## src/rtl/uart_rxb_pkg.sv

```systemverilog
package uart_rxb_pkg;

   typedef enum logic [1:0] {TRIG_1 = 2'b00, TRIG_4 = 2'b01, TRIG_8 = 2'b10, TRIG_14 = 2'b11} trig_sel_e;

   function automatic logic [4:0] trig_bytes(input trig_sel_e sel);
      case (sel)
         TRIG_1:  return 5'd1;
         TRIG_4:  return 5'd4;
         TRIG_8:  return 5'd8;
         default: return 5'd14;
      endcase
   endfunction

   // start + (5+len) data + parity + (1+stop2) stop
   function automatic logic [3:0] char_bits(input logic [1:0] len, input logic par, input logic stop2);
      return 4'd7 + {2'b00, len} + {3'b000, par} + {3'b000, stop2};
   endfunction

endpackage

```

## src/rtl/rxb_store.sv

```systemverilog
module rxb_store #(
   parameter int DEPTH = 16,
   localparam int PW = $clog2(DEPTH),
   localparam int CW = $clog2(DEPTH + 1)
) (
   input  logic          clk,
   input  logic          rst_n,
   input  logic          fifo_en,
   input  logic          flush,
   input  logic          rx_valid,
   input  logic [7:0]    rx_byte,
   input  logic          rx_break,
   input  logic          rd_stb,
   input  logic          lsr_rd_stb,
   output logic [7:0]    rd_data,
   output logic [CW-1:0] level,
   output logic          data_ready,
   output logic          overrun,
   output logic          brk_ind,
   output logic          kick
);
   logic [7:0]    mem [DEPTH];
   logic [PW-1:0] wr_ptr, rd_ptr;
   logic [7:0]    hold_q;
   logic [CW-1:0] lvl_nxt;
   logic          brk_ev, byte_ev, in_ev, full, empty, do_push, do_pop;
   logic          ovr_set, rd_clr, dr_nxt;
   logic [7:0]    in_data;

   assign brk_ev  = rx_break & ~flush;
   assign byte_ev = rx_valid & ~rx_break & ~flush;
   assign in_ev   = brk_ev | byte_ev;
   assign in_data = brk_ev ? 8'h00 : rx_byte;
   assign full    = (level == CW'(DEPTH));
   assign empty   = (level == '0);
   assign do_push = fifo_en & in_ev & ~full;
   assign do_pop  = fifo_en & rd_stb & ~flush & ~empty;
   assign lvl_nxt = level + CW'(do_push) - CW'(do_pop);
   assign ovr_set = fifo_en ? (in_ev & full) : (byte_ev & data_ready);
   assign rd_clr  = fifo_en ? (do_pop & (lvl_nxt == '0)) : (rd_stb & ~flush);
   assign kick    = fifo_en & ~flush & (byte_ev | (do_pop & (lvl_nxt != '0)));

   always_comb begin
      if (flush)       dr_nxt = 1'b0;
      else if (in_ev)  dr_nxt = 1'b1;
      else if (rd_clr) dr_nxt = 1'b0;
      else             dr_nxt = data_ready;
   end

   always_comb begin
      if (fifo_en) rd_data = empty ? 8'h00 : mem[rd_ptr];
      else         rd_data = hold_q;
   end

   always_ff @(posedge clk) begin
      if (do_push) mem[wr_ptr] <= in_data;
   end

   always_ff @(posedge clk or negedge rst_n) begin
      if (!rst_n) begin
         wr_ptr     <= '0;
         rd_ptr     <= '0;
         level      <= '0;
         hold_q     <= 8'h00;
         data_ready <= 1'b0;
         overrun    <= 1'b0;
         brk_ind    <= 1'b0;
      end else begin
         if (flush) begin
            wr_ptr <= '0;
            rd_ptr <= '0;
            level  <= '0;
         end else begin
            if (do_push) wr_ptr <= wr_ptr + 1'b1;
            if (do_pop)  rd_ptr <= rd_ptr + 1'b1;
            level <= lvl_nxt;
         end
         if (!fifo_en && in_ev) hold_q <= in_data;
         data_ready <= dr_nxt;
         if (ovr_set)         overrun <= 1'b1;
         else if (lsr_rd_stb) overrun <= 1'b0;
         if (brk_ev)                    brk_ind <= 1'b1;
         else if (lsr_rd_stb || rd_clr) brk_ind <= 1'b0;
      end
   end
endmodule

```

## src/rtl/rxb_char_timer.sv

```systemverilog
module rxb_char_timer #(
   parameter int TMO_CHARS = 4,
   parameter int MAX_BITS  = 12,
   localparam int TW = $clog2(TMO_CHARS * MAX_BITS + 1)
) (
   input  logic       clk,
   input  logic       rst_n,
   input  logic [3:0] bits,
   input  logic       bit_tick,
   input  logic       halt,
   input  logic       kick,
   input  logic       flush,
   input  logic       rd_stb,
   input  logic       has_data,
   output logic       timeout_pend
);
   logic [TW-1:0] cnt, limit;
   logic          armed, step, expire;

   assign limit  = TW'(TMO_CHARS) * TW'(bits);
   assign step   = armed & bit_tick & ~halt & ~kick & ~flush;
   assign expire = step & ((cnt + 1'b1) == limit);

   always_ff @(posedge clk or negedge rst_n) begin
      if (!rst_n) begin
         armed        <= 1'b0;
         cnt          <= '0;
         timeout_pend <= 1'b0;
      end else begin
         if (flush) begin
            armed <= 1'b0;
            cnt   <= '0;
         end else if (kick) begin
            armed <= 1'b1;
            cnt   <= '0;
         end else if (expire) begin
            armed <= 1'b0;
            cnt   <= '0;
         end else if (step) begin
            cnt <= cnt + 1'b1;
         end
         if (flush || rd_stb)       timeout_pend <= 1'b0;
         else if (expire && has_data) timeout_pend <= 1'b1;
      end
   end
endmodule

```

## src/rtl/uart_rx_buffer.sv

```systemverilog
module uart_rx_buffer
   import uart_rxb_pkg::*;
#(
   parameter int DEPTH     = 16,
   parameter int TMO_CHARS = 4,
   localparam int CW = $clog2(DEPTH + 1)
) (
   input  logic          clk,
   input  logic          rst_n,
   input  logic          rx_valid,
   input  logic [7:0]    rx_byte,
   input  logic          rx_break,
   input  logic          rd_stb,
   input  logic          lsr_rd_stb,
   input  logic          fifo_wr,
   input  logic [7:0]    fifo_ctl,
   input  logic [1:0]    frm_len,
   input  logic          frm_par_en,
   input  logic          frm_stop2,
   input  logic          bit_tick,
   input  logic          baud_div_zero,
   output logic [7:0]    rd_data,
   output logic [CW-1:0] level,
   output logic          data_ready,
   output logic          overrun,
   output logic          brk_ind,
   output logic          trig_hit,
   output logic          timeout_pend
);
   generate
      if (DEPTH < 14) begin : g_bad_depth
         $error("DEPTH must hold the largest trigger threshold (14)");
      end
      if ((DEPTH & (DEPTH - 1)) != 0) begin : g_bad_pow2
         $error("DEPTH must be a power of two for pointer wrap");
      end
      if (TMO_CHARS < 1) begin : g_bad_tmo
         $error("TMO_CHARS must be at least 1");
      end
   endgenerate

   logic      fifo_en_q;
   trig_sel_e trig_q;
   logic      flush, kick;

   assign flush = fifo_wr & (fifo_ctl[1] | (fifo_ctl[0] ^ fifo_en_q));

   always_ff @(posedge clk or negedge rst_n) begin
      if (!rst_n) begin
         fifo_en_q <= 1'b0;
         trig_q    <= TRIG_1;
      end else if (fifo_wr) begin
         fifo_en_q <= fifo_ctl[0];
         trig_q    <= trig_sel_e'(fifo_ctl[7:6]);
      end
   end

   rxb_store #(.DEPTH(DEPTH)) u_store (
      .clk(clk), .rst_n(rst_n), .fifo_en(fifo_en_q), .flush(flush),
      .rx_valid(rx_valid), .rx_byte(rx_byte), .rx_break(rx_break),
      .rd_stb(rd_stb), .lsr_rd_stb(lsr_rd_stb), .rd_data(rd_data),
      .level(level), .data_ready(data_ready), .overrun(overrun),
      .brk_ind(brk_ind), .kick(kick)
   );

   rxb_char_timer #(.TMO_CHARS(TMO_CHARS)) u_timer (
      .clk(clk), .rst_n(rst_n),
      .bits(char_bits(frm_len, frm_par_en, frm_stop2)),
      .bit_tick(bit_tick), .halt(baud_div_zero), .kick(kick),
      .flush(flush), .rd_stb(rd_stb), .has_data(level != '0),
      .timeout_pend(timeout_pend)
   );

   assign trig_hit = data_ready & (~fifo_en_q | (level >= CW'(trig_bytes(trig_q))));
endmodule

```

## config.mk

```make
export PLATFORM = sky130hd
export DESIGN_NAME = uart_rx_buffer
export DESIGN_NICKNAME = d
export VERILOG_FILES = /design/src/rtl/uart_rxb_pkg.sv /design/src/rtl/rxb_store.sv /design/src/rtl/rxb_char_timer.sv /design/src/rtl/uart_rx_buffer.sv
export SDC_FILE = /design/constraint.sdc
export NUM_CORES = 1
export LEC_CHECK = 0
export BUFFER_PORTS_ARGS = -buffer_cell sky130_fd_sc_hd__buf_4
export CORE_MARGIN = 10
export CORE_UTILIZATION = 48
export DETAILED_ROUTE_END_ITERATION = 8
export GPL_ROUTABILITY_DRIVEN = 0
export GPL_TIMING_DRIVEN = 1
export PLACE_DENSITY_LB_ADDON = 0.1
export SKIP_CTS_REPAIR_TIMING = 1
export SYNTH_ARGS = -nofsm -noshare
export SYNTH_HDL_FRONTEND = slang
export SYNTH_SLANG_ARGS = --single-unit
```

## constraint.sdc

```tcl
create_clock -name clk -period 10.1 [get_ports clk]
set_input_delay 2.02 -clock clk [delete_from_list [all_inputs] [get_ports clk]]
set_output_delay 2.02 -clock clk [all_outputs]
set_load 0.1 [all_outputs]
```

==> run summary, run 1 <==
The yosys synthesis warning count is 0. Synthesis inferred 163 register bits. The number of failing hold endpoints at the final stage is 0. The most area-hungry cell type in the Yosys netlist is edfxtp_1.

The worst setup path is captured at a register. The number of DRC violations after detailed-routing iteration 0 is 371. The total negative slack came out at 0 ps. The part of the cycle the worst path needs is 53.6%. For this run the aggregate overflow at the end of global routing stands at 0. The number of slew-limit violations in the final report is 0. From bottom edge to top edge, the die measures 145 um. The cell that appears most often on the critical path is inv_1. Once detailed placement completed, the half-perimeter wirelength came to 10100 um.

The detailed-routing iteration count for the pre-antenna-repair pass came out at 4. The setup slack of the most critical reg-to-reg path came out at 5460 ps. Between clock sinks in the finished design, the worst skew comes to 7.80 ps. For the pin with the worst max-slew slack, the measured transition is 862 ps. The worst setup path is of the input pin to register kind. The total routing resource utilization after global routing is 15.0%. The average size of a mapped cell is 15.7 sq um. The tightest min-delay check is of the register to register type.

The largest fanout of any net on the critical path came out at 11. The startpoint identified for the worst register-to-register timing path is fifo_en_q. The number of placed I/O pins came out at 47. The arrival time at the worst endpoint is 5760 ps. The maximum buffer depth of the clock tree came out at 2.

The library cell with the highest instance count after synthesis is edfxtp_1. The number of nets produced by synthesis came out at 525. The detail-routed via count per cell is 5.62. In the synthesized netlist the async set-or-reset flop fraction comes to 21.5%. The number of vias in the routed layout came out at 4030. The commonest cells after synthesis are 128 x edfxtp_1, 35 x dfrtp_1, 31 x inv_1. The number of cells on the worst hold path came out at 2. For this configuration, the core starts out at a cell density of 49.0%.

The share of the yosys chip area belonging to registers came out at 63.4%. The final critical delay including setup and external delays came out at 5420 ps. At the end of the flow the core is filled with cells to 55.5%. Tracing the worst setup path back leads to its startpoint at fifo_ctl[0]. The peak clock frequency supported by timing came out at 185 MHz. Cells with a size suffix above 1 make up 18.1% of the layout. The die covers 20900 sq um.

For hold timing, the worst endpoint is u_store.overrun. The static leakage is 3.12 nW. STA classifies the critical path startpoint as an input pin. For this block, the routed nets add up to 14900 um of wire. IR analysis of the VDD net gives a maximum drop of 0.165 mV. The count of buffers inserted at the top-level ports came out at 42.

In this run the clock root is driven by a clkbuf_16. At the worst endpoint, the required time is 10450 ps. Setup repair after global routing left no endpoint under its margin.

The total core area came out at 15200 sq um. The number of cells on the worst reg-to-reg path is 15. The number of buffers created by CTS came out at 17. The worst slew slack as a fraction of its limit is 42.5%. The routed wire length per instance came out at 20.7 um. The total inserted antenna cells is 0. The signal on the critical path passes through buf_4 > xor2_1 > o21ai_1 > nand4_2 > inv_1 > ha_1 > inv_1 > ha_1 > inv_1 > fa_1 > nand2b_1 > a21oi_1 > xnor2_1 > a31oi_1 > a211oi_2 > a21boi_1. The combined area of all synthesized cells came out at 7440 sq um.

The endpoint identified for the worst register-to-register timing path is u_timer.cnt[1]. The standard cell with the maximum stage delay on the critical path is o21ai_1. The clock-pin slew on the worst setup and hold paths is 60 ps. The top-area cell type share of the netlist area is 51.6%.

The number of enable-type register cells in the synthesized netlist came out at 128. The clock tree synthesis step divided the H-tree into 4 levels. In this run the power density over the cells is 238 nW/um^2. The run finished with clean final reports. The floorplan row count came out at 45.

The TritonCTS clock tree is done. The number of global-route vias before repair came to 4079. The DRC violations left came out at 0. At the placement stage, the worst setup path has a slack of 4300 ps. The worst stage delay on the critical path is 660 ps. The post-synthesis to final-layout area growth is 13.3%. The pin count of the biggest net entering global routing came out at 37.

Yosys attributes the largest share of cell area to edfxtp_1 52%, dfrtp_1 12%, mux4_1 9.9%. The post-route antenna net violation count is 0. The clock insertion delay at the later pin of the skew report came out at 420 ps.

In this run the horizontal extent of the chip is 145 um. The final layout contains 569 nets. The most common flop cell mapped by yosys is edfxtp_1. The number of different library cells in the post-synthesis netlist is 48.

After technology mapping, the gate count stands at 473. The initial antenna violation count is 0. The sink count of the clock tree came out at 163. In this run the most critical hold path is launched from u_store.overrun. The number of violations of the max-capacitance limit is 0. Setup violations remaining at the end of the flow were counted as 0. The slack of the critical path is 4680 ps. The wire length of the first global-routing pass came out at 23500 um.
==> worst max-delay path by stage <==
stage | to | cells past startpoint | slack [ps]
after floorplan | trig_hit | 7 | 4740
after global placement | u_timer.cnt[1] | 16 | 4370
after detailed placement | u_timer.cnt[1] | 16 | 4300
after CTS | u_timer.cnt[1] | 16 | 4690
after global routing | u_timer.cnt[1] | 16 | 4380
final | u_timer.cnt[1] | 16 | 4680
==> power by group <==
part	internal [W]	switching (W)
clock network	0.000318	0.000267
logic	0.000211	0.000420
registers	0.000767	0.0000269
==> final cells by class <==
cell class | count | area [sq um]
Inverter | 31 | 116
Sequential cell | 163 | 4720
Timing Repair Buffer | 48 | 360
Tap cell | 188 | 235
Multi-Input combinational cell | 256 | 2470
Fill cell | 1261 | 6770
Clock buffer | 18 | 429
Clock inverter | 13 | 101
==> layer usage <==
layer | share of wire [%] | track usage [%]
met1 | 44 | 19.5
met2 | 49 | 24.3
met3 | 6.2 | 4.30
met4 | 0.71 | 4.15
met5 | 0 | 0
==> flip-flops by register name, indices dropped and copies added (netlist names), 2 cells and up <==
name	count
trig_q	2
u_store.level	5
u_timer.cnt	6
u_store.rd_ptr	4
u_store.mem	128
u_store.hold_q	8
u_store.wr_ptr	4
==> layout by cell type (no fill, tap or decap), types with 11 or more instances in the layout <==
master     Yosys  routed
nand3_1       16      16
mux4_2        12      12
buf_4          2      48
nor2_1        23      23
mux4_1        28      28
nand2_1       24      24
inv_1         31      31
and2_1        18      18
ha_1          21      21
o21ai_0       11      11
clkbuf_16      0      17
edfxtp_1     128     128
dfrtp_1       35      35
==> worst max-delay path: cells and delay by family <==
family / cells / cell delay [ps]
buf+inv: 4 / 450
fa+ha+maj: 3 / 800
compound gates: 5 / 1710
simple gates: 2 / 430
xor+xnor: 2 / 330
==> cell families after synthesis <==
kind of cell               Yosys count  synth area share (%)
and+or+nand+nor                    112                  7.78
buffers and inverters               54                  3.43
AOI/OAI and AO/OA                   61                  5.23
muxes                               42                  13.8
adders and majority gates           23                  4.07
DFF                                163                  63.4
xor gates and xnor gates            18                  2.30
==> through the flow <==
step | instance area (sq um) | power [W] | hold slack, ps | cells
after floorplan | 7440 | 0.00131 | 518 | 473
after global placement | 7900 | 0.00143 | 486 | 686
after detailed placement | 7900 | 0.00144 | 487 | 686
after CTS | 8430 | 0.00203 | 501 | 717
after global routing | 8430 | 0.00211 | 553 | 717
final | 8430 | 0.00201 | 499 | 717
Power figures use the tool's default switching activity.
==> inputs of run 2 (changes only) <==
- ABC_AREA: not set -> 1
- clock period: 10.1 -> 4.82 ns (I/O delays scaled with it)
==> run 2 against run 1 <==
Against the previous run:
- clock power rose by 140%
- wire length is 16% higher
- combinational power up 85%
- non-clock buffer count is 6 higher
- setup slack lost 3900 ps
- first-iteration DRC count rose by 49%
- core utilization up 0.81 points
==> run summary, run 2 <==
Result of the run: finished, final reports clean (unchanged). The number of DRC violations after detailed-routing iteration 0 is 554 (was 371). The post-route antenna net violation count is 0 (unchanged). The flip-flop and latch count after synthesis is 163 (unchanged). The count of buffers inserted at the top-level ports is 42 (unchanged).

The number of placed I/O pins came out at 47 (unchanged). The total of endpoints with negative setup slack in the final report was 0 (unchanged). The initial antenna violation count came to 0 (unchanged).

The number of placed instances, taps included is 889 (was 686). The floorplan row count is 45 (unchanged). The die outline width is 144 um (was 145 um). The DRC violations left is 0 (unchanged).

The worst stage delay on the critical path was 440 ps (was 660 ps). The number of enable-type register cells in the synthesized netlist is 128 (unchanged). The number of different library cells in the post-synthesis netlist is 40 (was 48). The maximum VDD drop came out at 0.391 mV (was 0.165 mV). The total inserted antenna cells came out at 0 (unchanged).

The share of flip-flops with an asynchronous set or reset was 21.5% (unchanged). The clock-pin slew on the worst setup and hold paths is 60 ps (about the same). The clock insertion delay at the later pin of the skew report is 430 ps (was 420 ps). The actual transition at the worst max-transition pin is 1370 ps (was 862 ps). The wire length of the first global-routing pass came out at 26900 um (was 23500 um). The yosys synthesis warning count is 0 (unchanged). The critical path capture point type is a primary output (was register). The total power divided by cell area came out at 496 nW/um^2 (was 238 nW/um^2). Unrepaired setup endpoints after global routing: false (unchanged). The aggregate global routing overflow came to 0 (unchanged). The setup slack at placement came out at 711 ps (was 4300 ps). The total routing resource utilization after global routing is 17.4% (was 15.0%). The power after layout came out at 0.00423 W (was 0.00201 W).

The final core area utilization came out at 56.3% (was 55.5%). The CTS H-tree depth came to 4 (unchanged). The type of the setup path with the least slack is register to primary output (was input pin to register).

The part of the cycle the worst path needs is 84.1%. The number of global-route vias before repair is 4864 (was 4079). The pin count of the biggest net entering global routing came to 80 (was 37). The critical path's top delay family is buffers and inverters (was compound AO/OA/AOI/OAI gates).

The detailed-placement wirelength estimate came out at 11300 um (was 10100 um). The standard cell with the maximum stage delay on the critical path is clkinv_1 (was o21ai_1). The number of nets produced by synthesis came to 723 (was 525).

The kind of start point of the critical path is a register (was input pin). The worst slew slack as a fraction of its limit is 8.48% (was 42.5%). The leading cell type in the layout, fill and taps excluded is edfxtp_1 (unchanged). The switching power as a share of total power came out at 35.5% (was 35.6%).

The flip-flop count of the largest register after layout is 128 (unchanged). The number of failing hold endpoints at the final stage came out at 0 (unchanged). Largest registers: u_store.mem: 128 flops, u_store.hold_q: 8 flops, u_timer.cnt: 6 flops (unchanged).

Synth top area cells: edfxtp_1 52%, dfrtp_1 12%, nand2_1 5.5% (was edfxtp_1 52%, dfrtp_1 12%, mux4_1 9.9%). Critical path cell sequence: clkinv_1 > buf_4 > o21ai_0 > o221ai_1 > a31oi_1 > o31ai_1 > buf_4 (was buf_4 > xor2_1 > o21ai_1 > nand4_2 > inv_1 > ha_1 > inv_1 > ha_1 > inv_1 > fa_1 > nand2b_1 > a21oi_1 > xnor2_1 > a31oi_1 > a211oi_2 > a21boi_1). The average size of a mapped cell came out at 11.0 sq um (was 15.7 sq um). The number of nets in the layout is 772 (was 569). The maximum buffer depth of the clock tree is 2 (unchanged). The die outline area was 20700 sq um (was 20900 sq um). The portion of total power attributed to the clock network came to 33.3% (was 29.1%). The combinational group share of total power came out at 27.7% (was 31.4%). The number of vias in the routed layout came out at 5059 (was 4030).

The most area-hungry cell type in the Yosys netlist is edfxtp_1 (unchanged). The library cell with the highest instance count after synthesis is edfxtp_1 (unchanged). The arrival time at the worst endpoint came out at 3090 ps (was 5760 ps). The routed wire length per instance came out at 18.8 um (was 20.7 um). The detailed-routing iteration count for the pre-antenna-repair pass is 6 (was 4). The final critical delay including setup and external delays came out at 4050 ps.

The cell repeated most along the worst path is buf_4 (was inv_1). The type of the most critical hold path was register to register (unchanged). The total core area came to 15100 sq um (was 15200 sq um). Commonest cells after routing, fill and taps aside: 128 x edfxtp_1, 108 x nand2_1, 84 x nor2_1 (was 128 x edfxtp_1, 48 x buf_4, 35 x dfrtp_1). The post-layout instance count excluding filler cells came to 921 (was 717). The floorplan die height is 144 um (was 145 um).

The most flop-heavy register is u_store.mem (unchanged). The TritonCTS clock tree was done (unchanged). The combined area of all synthesized cells came out at 7360 sq um (was 7440 sq um).

The peak clock frequency supported by timing came out at 247 MHz. The static leakage came to 3.39 nW (was 3.12 nW). The sequential power share is 39.0% (was 39.5%).

The critical path data required time came out at 3860 ps (was 10450 ps). The setup clock skew after layout is 10.8 ps (was 7.80 ps). The buffer type at the clock tree root is clkbuf_16 (unchanged).

The initial standard-cell utilization of the core came out at 48.6% (was 49.0%). The largest fanout of any net on the critical path came out at 26 (was 11). The buffers plus inverters on the worst setup path came to 3 (was 4). The number of violations of the max-capacitance limit is 0 (unchanged). The setup slack of the most critical reg-to-reg path is 1070 ps (was 5460 ps).

The sink count of the clock tree is 163 (unchanged). The top-area cell type share of the netlist area came out at 52.2% (was 51.6%). The total net switching power came out at 0.00150 W (was 0.000715 W). Post-synth top cells: 128 x edfxtp_1, 108 x nand2_1, 84 x nor2_1 (was 128 x edfxtp_1, 35 x dfrtp_1, 31 x inv_1).

The worst-case hold slack came out at 470 ps (was 499 ps). The internal power came to 0.00273 W (was 0.00129 W). The fraction of layout cells with a size suffix above 1 is 15.1% (was 18.1%).

The post-synthesis to final-layout area growth is 15.7% (was 13.3%). The total detailed-routing wirelength came to 17300 um (was 14900 um). The detail-routed via count per cell is 5.49 (was 5.62). The share of the yosys chip area belonging to registers is 64.1% (was 63.4%). The most common flop cell mapped by yosys is edfxtp_1 (unchanged). The gate count of the mapped netlist came out at 671 (was 473). The number of buffers created by CTS is 17 (unchanged). The slack of the critical path is 768 ps (was 4680 ps). The number of slew-limit violations in the final report came out at 0 (unchanged).
[run 2: changes by cell type after synthesis, sizes merged, moves of 12 or more]
| cell | change |
|---|---|
| and2 | -18 |
| o221ai | +13 |
| nand3 | +14 |
| mux4 | -40 |
| inv | +37 |
| o21ai | +42 |
| a21oi | +15 |
| nand2 | +89 |
| a31oi | +12 |
| nor2 | +65 |
[run 2: cell type report]
class	count	area (sq um)
clock buffers	17	425
clock inverters	15	196
fillers	1254	6620
inverters	70	263
multi-input cells	414	2280
flip-flops and latches	163	4720
well taps	188	235
repair buffers	54	405
[run 2: worst reg2reg max path: stages (launching register included)]
cell and delay (ps):
dfrtp_1 430, inv_2 270, nor2_1 70, nor2_1 90, nand2_1 70, nand2_2 240
o21ai_2 170, nor3_4 360, ha_1 270, inv_1 60, fa_1 400, xor2_1 210
nand3_1 100, nor2_1 120, nand2_1 90, nand2_1 60, nand2_1 70, nand2_2 100
nand2_2 80, nor2_4 180, inv_2 80, nand3_1 80, nand2_1 50
[run 2: power groups by stage]
stage	sequential, W	combinational (W)	clock, W
floorplan	0.00182	0.000711	0
global placement	0.00168	0.00114	0
detailed placement	0.00168	0.00117	0
CTS	0.00165	0.00117	0.00142
global route	0.00166	0.00127	0.00148
finish	0.00165	0.00117	0.00141
[run 2: worst paths after layout]
path	startpoint	to	cells past startpoint
max reg2reg	fifo_en_q	u_timer.cnt[3]	22
max	u_store.rd_ptr[0]	rd_data[6]	7
min in group asynchronous	rst_n	u_timer.cnt[4]	1
max in group asynchronous	rst_n	u_store.rd_ptr[0]	1
min reg2reg	u_timer.armed	u_timer.armed	2
min	u_timer.armed	u_timer.armed	2
[run 2: per-stage QoR]
stage / setup TNS [ps] / instance area [sq um]
6_report: 0 / 8520
5_1_grt: 0 / 8520
4_1_cts: 0 / 8520
3_5_place_dp: 0 / 7900
3_3_place_gp: 0 / 7900
2_1_floorplan: -433 / 7360
[run 2: cell families (layout without fill, tap and decap cells)]
logic type | after synthesis | in the layout | synth area share (%)
DFF | 163 | 163 | 64.1
AOI/OAI and AO/OA | 134 | 134 | 10.9
and+or+nand+nor | 246 | 246 | 14.4
adders and majority gates | 23 | 23 | 4.11
xor gates and xnor gates | 3 | 3 | 0.357
buffers and inverters | 94 | 156 | 4.99
muxes | 8 | 8 | 1.22
[run 2: layer usage]
| metal | track usage (%) | wire length [um] | vias up |
|---|---|---|---|
| li1 | - | - | 2442 |
| met1 | 23.6 | 8010 | 2472 |
| met2 | 26.9 | 8290 | 127 |
| met3 | 4.52 | 820 | 18 |
| met4 | 5.27 | 151 | 0 |
| met5 | 0 | 0 | - |
==> inputs of run 3 (changes only) <==
- clock period: 4.82 -> 3.39 ns (I/O delays scaled with it)
==> run 3 against run 2 <==
Against the previous run:
- wire length grew 4.1%
- sequential power is 43% higher
- global-route usage grew 0.39 points
- die area stayed put
- critical path depth unchanged
- core utilization up 2.6 points
- sequential cell count unchanged
- clock-buffer cell count did not move
- non-clock buffer count increased by 37
- critical path type unchanged
==> run summary, run 3 (same netlist as run 2, synthesis figures left out) <==
The detail-routed via count per cell came out at 5.43 (was 5.49). The number of nets in the layout is 809 (was 772). The total routing resource utilization after global routing is 17.8% (was 17.4%). The setup clock skew after layout was 7.25 ps (was 10.8 ps).

The aggregate global routing overflow came to 0 (unchanged). The die outline area came out at 20700 sq um (unchanged). The kind of start point of the critical path was a register (unchanged). The type of the setup path with the least slack was register to primary output (unchanged). The number of failing hold endpoints at the final stage came out at 0 (unchanged). The peak clock frequency supported by timing is 310 MHz. The post-place instance area came to 8170 sq um (was 7900 sq um). Largest registers: u_store.mem: 128 flops, u_store.hold_q: 8 flops, u_timer.cnt: 6 flops (unchanged). The part of the cycle the worst path needs is 95.0%. The total core area is 15100 sq um (unchanged). The pin count of the biggest net entering global routing is 80 (unchanged). The critical path data required time is 2710 ps (was 3860 ps). The type of the most critical hold path is input pin to async pin (was register to register). The maximum VDD drop came out at 0.352 mV (was 0.391 mV).

The clock-pin slew on the worst setup and hold paths is 60 ps (about the same). The TritonCTS clock tree is done (unchanged). The detailed-placement wirelength estimate came to 11800 um (was 11300 um). Result of the run: finished, final reports clean (unchanged).

The setup slack of the most critical reg-to-reg path is 240 ps (was 1070 ps). The die outline width is 144 um (unchanged). The fraction of layout cells with a size suffix above 1 is 22.5% (was 15.1%). The area of all placed cells without fillers is 8920 sq um (was 8520 sq um).

The initial antenna violation count came to 1 (was 0). The worst-case hold slack came out at 207 ps (was 470 ps). The number of global-route vias before repair is 5096 (was 4864).

The worst setup path startpoint is u_store.rd_ptr[0] (unchanged). The leading cell type in the layout, fill and taps excluded is edfxtp_1 (unchanged). The number of placed I/O pins is 47 (unchanged). The most flop-heavy register is u_store.mem (unchanged). The count of cell instances traversed by the critical path came to 7 (unchanged). The flip-flop count of the largest register after layout came to 128 (unchanged). The number of slew-limit violations in the final report was 0 (unchanged). The wire length of the first global-routing pass came out at 27700 um (was 26900 um). The number of violations of the max-capacitance limit is 0 (unchanged). The maximum buffer depth of the clock tree is 2 (unchanged). The buffers plus inverters on the worst setup path came out at 3 (unchanged). The total detailed-routing wirelength came out at 18000 um (was 17300 um).

The largest fanout of any net on the critical path was 35 (was 26). The initial standard-cell utilization of the core came to 48.6% (unchanged). Commonest cells after routing, fill and taps aside: 128 x edfxtp_1, 105 x nand2_1, 87 x buf_4 (was 128 x edfxtp_1, 108 x nand2_1, 84 x nor2_1). The floorplan row count came out at 45 (unchanged). The static leakage came out at 3.58 nW (was 3.39 nW).

The arrival time at the worst endpoint is 2540 ps (was 3090 ps). The launch instance of the worst register-to-register path is u_store.level[3] (was fifo_en_q). The floorplan die height is 144 um (unchanged). The end point of the critical path is rd_data[3] (was rd_data[6]). The CTS H-tree depth is 4 (unchanged). The actual transition at the worst max-transition pin came out at 1140 ps (was 1370 ps). The total power divided by cell area came out at 689 nW/um^2 (was 496 nW/um^2). The clock insertion delay at the later pin of the skew report came out at 430 ps (about the same).

The number of buffers created by CTS was 17 (unchanged). The DRC violations left is 0 (unchanged). The detailed-routing iteration count for the pre-antenna-repair pass was 5 (was 6). Critical path cell sequence: clkinv_1 > buf_12 > o21ai_0 > o221ai_1 > a31oi_1 > o31ai_2 > buf_4 (was clkinv_1 > buf_4 > o21ai_0 > o221ai_1 > a31oi_1 > o31ai_1 > buf_4). The worst slew slack as a fraction of its limit came to 23.8% (was 8.48%). The total of endpoints with negative setup slack in the final report came out at 0 (unchanged). The critical path capture point type is a primary output (unchanged). The buffer type at the clock tree root is clkbuf_16 (unchanged). The count of buffers inserted at the top-level ports was 42 (unchanged).

The reg-to-reg critical path endpoint was u_timer.cnt[0] (was u_timer.cnt[3]). The worst stage delay on the critical path was 420 ps (was 440 ps). The number of DRC violations after detailed-routing iteration 0 came to 506 (was 554). The standard cell with the maximum stage delay on the critical path is dfrtp_2 (was clkinv_1). The final critical delay including setup and external delays came out at 3220 ps. The sink count of the clock tree came to 163 (unchanged). The routed wire length per instance is 18.7 um (was 18.8 um).

The post-synthesis to final-layout area growth came to 21.1% (was 15.7%). The critical path's top delay family is compound AO/OA/AOI/OAI gates (was buffers and inverters). The number of cells on the worst reg-to-reg path came out at 23 (was 22). The post-route antenna net violation count came out at 0 (unchanged). The number of vias in the routed layout is 5212 (was 5059).
run 3: cell count changes in the layout (fill, tap and decap cells not counted), moves of 3 or more:
| cell | before | now |
|---|---|---|
| dfrtp_1 | 34 | 28 |
| o31ai_2 | 0 | 6 |
| inv_1 | 65 | 62 |
| o31ai_1 | 7 | 1 |
| ha_1 | 21 | 18 |
| dfrtp_2 | 1 | 5 |
| nand2_1 | 108 | 105 |
| buf_4 | 54 | 87 |
run 3: per-stage QoR:
stage,utilization (%),setup slack [ps],cells,total power (W),setup TNS (ps)
6_report,58.9,169,959,0.00614,0
5_1_grt,58.9,-19.2,958,0.00641,-19.2
4_1_cts,57.8,-69.3,947,0.00602,-227
3_5_place_dp,54.0,-1.62,915,0.00414,-1.62
3_3_place_gp,54.0,80.7,915,0.00409,0
2_1_floorplan,-,33.0,671,0.00364,0
run 3: layer usage:
| layer | part of all wire (%) | track usage (%) |
|---|---|---|
| met1 | 44 | 23.2 |
| met2 | 49 | 28.0 |
| met3 | 6.4 | 5.28 |
| met4 | 1.3 | 5.64 |
| met5 | 0 | 0 |
run 3: cell type report:
cell class                 count  area, sq um
inverter                      70          268
multi-input combinational    414         2380
fill                        1254         6230
antenna                        1         2.50
clock buffer                  17          425
sequential                   163         4730
clock inverter                15          155
timing repair buffer          91          716
tap                          188          235
run 3: worst min path at each step:
stage	from	endpoint	slack (ps)	depth (start not counted)
floorplan	rst_n	fifo_en_q	380	0
global placement	u_timer.armed	u_timer.armed	460	2
detailed placement	u_timer.armed	u_timer.armed	470	2
CTS	rst_n	u_timer.cnt[3]	220	1
global route	rst_n	u_store.brk_ind	230	1
finish	rst_n	u_timer.cnt[3]	210	1
run 3: worst reg2reg max path: stages (launching register included):
cell,delay [ps]
dfrtp_4,500
inv_4,70
ha_4,130
nand4_1,140
nand2_2,140
nor2_4,50
ha_4,200
inv_1,50
ha_2,180
inv_2,40
fa_2,380
nand3b_1,200
nand2_1,80
nand2_1,60
nand2_2,70
nand2_2,70
nand2_1,80
nand2_1,60
nand2_2,110
nand2_4,80
nor2_4,150
buf_4,120
nand2_1,30
o21ai_0,80
run 3: report_power, final:
part	switching [W]	leakage (nW)	internal (W)
logic	0.00132	1.68	0.000581
registers	0.0000824	1.61	0.00228
clock network	0.000791	0.284	0.00109
total	0.00219	3.58	0.00395
